File: src/rtl/sdacond_pkg.sv
package sdacond_pkg;

    localparam int CODE_W = 2;
    localparam int LC_W   = CODE_W + 1;

    // Line-control register layout: bit 2 filter enable, bits 1:0 delay code.
    typedef struct packed {
        logic              filt_en;
        logic [CODE_W-1:0] code;
    } lc_cfg_t;

endpackage

File: src/rtl/sdacond_lc_reg.sv
module sdacond_lc_reg
    import sdacond_pkg::*;
#(
    parameter int                ADDR_W    = 8,
    parameter int                DATA_W    = 8,
    parameter logic [ADDR_W-1:0] LC_OFFSET = 'h10
) (
    input  logic              clk,
    input  logic              rst_n,
    input  logic              cfg_wr,
    input  logic [ADDR_W-1:0] cfg_addr,
    input  logic [DATA_W-1:0] cfg_wdata,
    output lc_cfg_t           cfg
);

    typedef struct packed {
        lc_cfg_t cfg;
    } state_t;

    state_t state_d, state_q;

    // Upper data bits carry no meaning for this register.
    logic unused_hi;
    assign unused_hi = ^cfg_wdata[DATA_W-1:LC_W];

    always_comb begin
        state_d = state_q;
        if (cfg_wr && (cfg_addr == LC_OFFSET)) begin
            state_d.cfg = lc_cfg_t'(cfg_wdata[LC_W-1:0]);
        end
    end

    always_ff @(posedge clk or negedge rst_n) begin
        if (!rst_n) begin
            state_q <= '0;
        end else begin
            state_q <= state_d;
        end
    end

    assign cfg = state_q.cfg;

endmodule

File: src/rtl/sdacond_hold_delay.sv
module sdacond_hold_delay
    import sdacond_pkg::*;
#(
    parameter int STEP = 5
) (
    input  logic              clk,
    input  logic              rst_n,
    input  logic [CODE_W-1:0] code,
    input  logic              drv_req,
    input  logic              scl_in,
    output logic              sda_oe
);

    localparam int MAX_T = STEP * ((1 << CODE_W) - 1);
    localparam int CNT_W = $clog2(MAX_T + 1);

    typedef struct packed {
        logic             scl;
        logic             armed;
        logic [CNT_W-1:0] cnt;
        logic             oe;
    } state_t;

    state_t           state_d, state_q;
    logic             scl_fall;
    logic [CNT_W-1:0] target;

    always_comb begin
        state_d     = state_q;
        state_d.scl = scl_in;
        scl_fall    = state_q.scl & ~scl_in;
        target      = CNT_W'(int'(code) * STEP);

        if (code == '0) begin
            // No added hold time: one register stage.
            state_d.oe    = drv_req;
            state_d.armed = 1'b0;
            state_d.cnt   = '0;
        end else if (scl_fall) begin
            // Each falling clock restarts the hold window.
            state_d.armed = 1'b1;
            state_d.cnt   = CNT_W'(1);
        end else if (state_q.armed) begin
            if (state_q.cnt >= target) begin
                state_d.oe    = drv_req;
                state_d.armed = 1'b0;
            end else begin
                state_d.cnt = state_q.cnt + CNT_W'(1);
            end
        end
    end

    always_ff @(posedge clk or negedge rst_n) begin
        if (!rst_n) begin
            state_q <= '{scl: 1'b1, armed: 1'b0, cnt: '0, oe: 1'b0};
        end else begin
            state_q <= state_d;
        end
    end

    assign sda_oe = state_q.oe;

endmodule

File: src/rtl/sdacond_in_filter.sv
module sdacond_in_filter #(
    parameter int SYNC_N   = 2,
    parameter int FILT_LEN = 3
) (
    input  logic clk,
    input  logic rst_n,
    input  logic filt_en,
    input  logic sda_pin,
    output logic sda_in_filt
);

    typedef struct packed {
        logic [SYNC_N-1:0]   sync;
        logic [FILT_LEN-2:0] hist;
        logic                filt;
    } state_t;

    state_t              state_d, state_q;
    logic                sync_out;
    logic [FILT_LEN-1:0] window;

    generate
        if (SYNC_N == 1) begin : g_sync1
            always_comb sync_out = state_q.sync[0];
        end else begin : g_syncn
            always_comb sync_out = state_q.sync[SYNC_N-1];
        end
    endgenerate

    always_comb begin
        state_d = state_q;
        window  = {state_q.hist, sync_out};

        if (SYNC_N == 1) begin
            state_d.sync = sda_pin;
        end else begin
            state_d.sync = {state_q.sync[SYNC_N-2:0], sda_pin};
        end
        state_d.hist = window[FILT_LEN-2:0];

        if (!filt_en) begin
            state_d.filt = sync_out;
        end else if (&window) begin
            state_d.filt = 1'b1;
        end else if (~|window) begin
            state_d.filt = 1'b0;
        end
    end

    always_ff @(posedge clk or negedge rst_n) begin
        if (!rst_n) begin
            state_q <= '{sync: '1, hist: '1, filt: 1'b1};
        end else begin
            state_q <= state_d;
        end
    end

    assign sda_in_filt = filt_en ? state_q.filt : sync_out;

endmodule

File: src/rtl/sda_line_cond.sv
module sda_line_cond
    import sdacond_pkg::*;
#(
    parameter int                ADDR_W    = 8,
    parameter int                DATA_W    = 8,
    parameter logic [ADDR_W-1:0] LC_OFFSET = 'h10,
    parameter int                STEP      = 5,
    parameter int                SYNC_N    = 2,
    parameter int                FILT_LEN  = 3
) (
    input  logic              clk,
    input  logic              rst_n,
    input  logic              cfg_wr,
    input  logic [ADDR_W-1:0] cfg_addr,
    input  logic [DATA_W-1:0] cfg_wdata,
    input  logic              drv_req,
    input  logic              scl_in,
    input  logic              sda_pin,
    output logic              sda_oe,
    output logic              sda_in_filt
);

    lc_cfg_t lc_cfg;

    sdacond_lc_reg #(
        .ADDR_W   (ADDR_W),
        .DATA_W   (DATA_W),
        .LC_OFFSET(LC_OFFSET)
    ) u_lc_reg (
        .clk      (clk),
        .rst_n    (rst_n),
        .cfg_wr   (cfg_wr),
        .cfg_addr (cfg_addr),
        .cfg_wdata(cfg_wdata),
        .cfg      (lc_cfg)
    );

    sdacond_hold_delay #(
        .STEP(STEP)
    ) u_hold_delay (
        .clk    (clk),
        .rst_n  (rst_n),
        .code   (lc_cfg.code),
        .drv_req(drv_req),
        .scl_in (scl_in),
        .sda_oe (sda_oe)
    );

    sdacond_in_filter #(
        .SYNC_N  (SYNC_N),
        .FILT_LEN(FILT_LEN)
    ) u_in_filter (
        .clk        (clk),
        .rst_n      (rst_n),
        .filt_en    (lc_cfg.filt_en),
        .sda_pin    (sda_pin),
        .sda_in_filt(sda_in_filt)
    );

endmodule

File: config.mk
export PLATFORM = sky130hd
export DESIGN_NAME = sda_line_cond
export DESIGN_NICKNAME = d
export VERILOG_FILES = /design/src/rtl/sdacond_pkg.sv /design/src/rtl/sdacond_lc_reg.sv /design/src/rtl/sdacond_hold_delay.sv /design/src/rtl/sdacond_in_filter.sv /design/src/rtl/sda_line_cond.sv
export SDC_FILE = /design/constraint.sdc
export NUM_CORES = 1
export LEC_CHECK = 0
export ABC_AREA = 1
export BUFFER_PORTS_ARGS = -buffer_cell sky130_fd_sc_hd__buf_2
export CORE_MARGIN = 5
export CORE_UTILIZATION = 45
export DETAILED_ROUTE_END_ITERATION = 8
export PLACE_DENSITY_LB_ADDON = 0.3
export SLEW_MARGIN = 20
export SYNTH_ARGS = -nofsm -noshare
export SYNTH_HDL_FRONTEND = slang
export SYNTH_SLANG_ARGS = --single-unit
File: constraint.sdc
create_clock -name clk -period 3.2 [get_ports clk]
set_input_delay 0.32 -clock clk [delete_from_list [all_inputs] [get_ports clk]]
set_output_delay 0.32 -clock clk [all_outputs]
set_load 0.02 [all_outputs]
==> metrics.md <==
| Metric | Value |
|---|---|
| Status | complete, no violations |
| Max-cap viol count | 0 |
| # port buffers | 18 |
| Die H | 53.3 µm |
| Cell mode on critical path | nand2_1 |
| DP Wirelength | approximately 1300 µm |
| Ant. Diodes | 0 |
| Die area | between 2000 and 3000 µm² |
| Final core utilization | between 50 and 60% |
| Synth Net Count | approximately 130 |
| Slowest cell on crit path | dfrtp_1 |
| Unique masters post-synth | 20 |
| Most used DFF post-synth | dfrtp_1 |
| Leakage | 0.505 nW |
| Vias post-DR | about 700 |
| P per Cell Area | roughly 370 nW/µm² |
| Reg2reg setup slack | ~1.7 ns |
| Io pins | 24 |
| Worst EP arrival | 1.77 ns |
| Async S/R FF share, synth | 100% |
| Total Wirelength | 1550 µm |
| Synth Instances | 98 |
| Crit-path max cell delay | between 0.4 and 0.5 ns |
| DRT antenna net count | 0 |
| Sum Neg Setup Slack | 0 ns |
| Number of synthesized register bits | 15 |
| Core Area | roughly 1700 µm² |
| Leading area contributor after synthesis | dfrtp_1 |
| Nets | roughly 150 |
| GR Overflow Total | 0 |
| Final hold vios | 0 |
| Initial drt markers | 10 |
| Global Route Usage Sum | between 10% and 20% |
| Max VDD drop | 0.000241 V |
| Worst Setup Start Kind | flip-flop |
| Clk_skew | 0.00265 ns |
| First-pass GRT wire length | around 2900 µm |
| Setup violators final | 0 |
| TritonCTS clock tree | built |
| Tcrit/Tclk final | 48.4% |
| Vias per inst | about 4.8 |
| Crit end category | flip-flop |
| Final Wtd Congestion | about 0.8 |
| WS Path Type | reg2reg |
| Routed WL per cell | ~11 µm |
| Layout area overhead | 18.7% |
| Initial antenna violation count | 0 |
| Area share of the largest cell type after synthesis | a little over a quarter |
| Synth cell count leaders | nand2_1, inv_1, dfrtp_1 |
| Synth Warn # | 0 |
| Class of the worst hold path | in2reg |
| Clk_lat worst skew | around 0.28 ns |
| # resized after CTS | 0 |
| Register area share after synthesis | between 40 and 50% |
| Max-slew headroom | 78.1% |
| CTS Buffer Depth | 2 |
| Clock Sinks | 15 |
| Top cells by area, synth | dfrtp_1, dfstp_2, nand2_1 |
| CP max FO | 6 |
| Root buf cell | clkbuf_4 |
| RSZ-0062 raised after global routing | no |
| Number of synthesized flops with an enable pin | 0 |
| DRC violation count after routing | 0 |
| Cts bufs inserted | 3 |
| Fin crit period | around 1.5 ns |
| Fmax | 646 MHz |
| Synth Cell Area | approximately 840 µm² |
| CTS HTree Levels | 1 |
| Mean Syn Cell Area | ~8.6 µm² |
| Row count | 15 |
| Largest net degree at the start of global routing | 16 |
| Starting Density | around half |
| WP data required | about 3.4 ns |
| Share of layout cells above drive strength 1 | approximately a third |
| Drt pass-1 iters | 4 |
| Clock slew at reported path FFs | 0.09 ns |
| Critical path, cell by cell | inv_1, ha_1, nand2_1, inv_2, nand2_1, nand4_2, nand2_2, nand2_1, nand2_1 |
| Top-count cell post-synth | nand2_1 |
| Final slew viol count | 0 |
| Worst-margin pin slew | 0.329 ns |
| Vias in the first global route | about 700 |
| Chip width | roughly 53 µm |
==> flip-flops by register name, summed over array words and instances, names as in the netlist <==
signal and cells:
u_hold_delay.sda_oe 1, u_lc_reg.cfg 3, u_in_filter.state_q 2, u_in_filter.state_d 3, u_hold_delay.state_q 6
==> cells in the final DEF (no fill, tap or decap) <==
| cell type | n |
|---|---|
| o21ai_0 | 3 |
| nor2_1 | 3 |
| clkbuf_1 | 1 |
| nand4_2 | 2 |
| nor3_2 | 2 |
| o21ai_1 | 2 |
| a21oi_2 | 2 |
| nand4_1 | 3 |
| inv_1 | 13 |
| nand2_2 | 2 |
| dlygate4sd3_1 | 1 |
| a21oi_1 | 2 |
| o221ai_1 | 1 |
| ha_1 | 5 |
| inv_2 | 4 |
| nor3_1 | 2 |
| nand2_1 | 26 |
| buf_2 | 18 |
| nor2_4 | 3 |
| dfrtp_1 | 9 |
| clkbuf_4 | 3 |
| nand3_1 | 7 |
| dfstp_2 | 6 |
| o21a_1 | 1 |
==> critical path, delay by kind of cell, from the launching register on <==
kind          cells  cell delay [ns]
fa+ha+maj         1             0.32
flops             1             0.42
buf+inv           2             0.13
simple gates      6             0.61
==> per-layer routing <==
layer	vias to the layer above	wire length [µm]	track usage [%]	part of all wire (%)
li1	368	-	-	-
met1	309	706	16.9	46
met2	15	751	23.1	48
met3	2	70	1.97	4.5
met4	0	22	10.2	1.4
met5	-	0	0	0
==> metrics by stage <==
stage                     instance area, µm²  hold WS [ns]  power, mW  worst slack [ns]  cells
final                                   1000         0.132      0.369              1.65    146
after global routing                    1000         0.111      0.395              1.49    146
after CTS                               1000         0.121      0.376              1.64    146
after detailed placement                 963         0.234      0.266              1.66    141
after global placement                   963         0.234      0.265              1.71    141
after floorplan                          842        0.0244      0.244              1.84     98
==> final timing paths <==
check                                  startpoint                 endpoint  cells after the start
max                               u_lc_reg.cfg[1]  u_hold_delay.state_q[4]                      9
min                                       sda_pin   u_in_filter.state_d[4]                      1
max reg2reg                       u_lc_reg.cfg[1]  u_hold_delay.state_q[4]                      9
min reg2reg                u_in_filter.state_d[4]   u_in_filter.state_d[1]                      0
max in group asynchronous                   rst_n  u_hold_delay.state_q[6]                      2
min in group asynchronous                   rst_n          u_lc_reg.cfg[2]                      2
==> what timing repair did <==
action	in CTS	in global routing
buffers inserted	0	0
hold buffers	1	0
hold endpoints to repair	9	0
==> cell families after synthesis <==
group	share of synthesized area, %
fa+ha+maj	7.43
compound gates	8.17
buf+inv	7.58
simple gates	31.4
flops	45.5
==> power breakdown <==
part / internal, mW / switching [mW] / leakage, nW / total [mW]
Clock: 0.0483 / 0.0575 / 0.0150 / 0.106
Sequential: 0.201 / 0.00624 / 0.186 / 0.207
Combinational: 0.0227 / 0.0336 / 0.304 / 0.0563
Total: 0.272 / 0.0973 / 0.505 / 0.369
==> area by class of cell <==
| class | count | area (µm²) |
|---|---|---|
| Multi-Input combinational cell | 66 | 395 |
| Fill cell | 164 | 746 |
| Tap cell | 25 | 31.3 |
| Timing Repair Buffer | 19 | 100 |
| Inverter | 17 | 63.8 |
| Clock buffer | 4 | 26.3 |
| Sequential cell | 15 | 383 |
(Power assumes the default switching activity.)
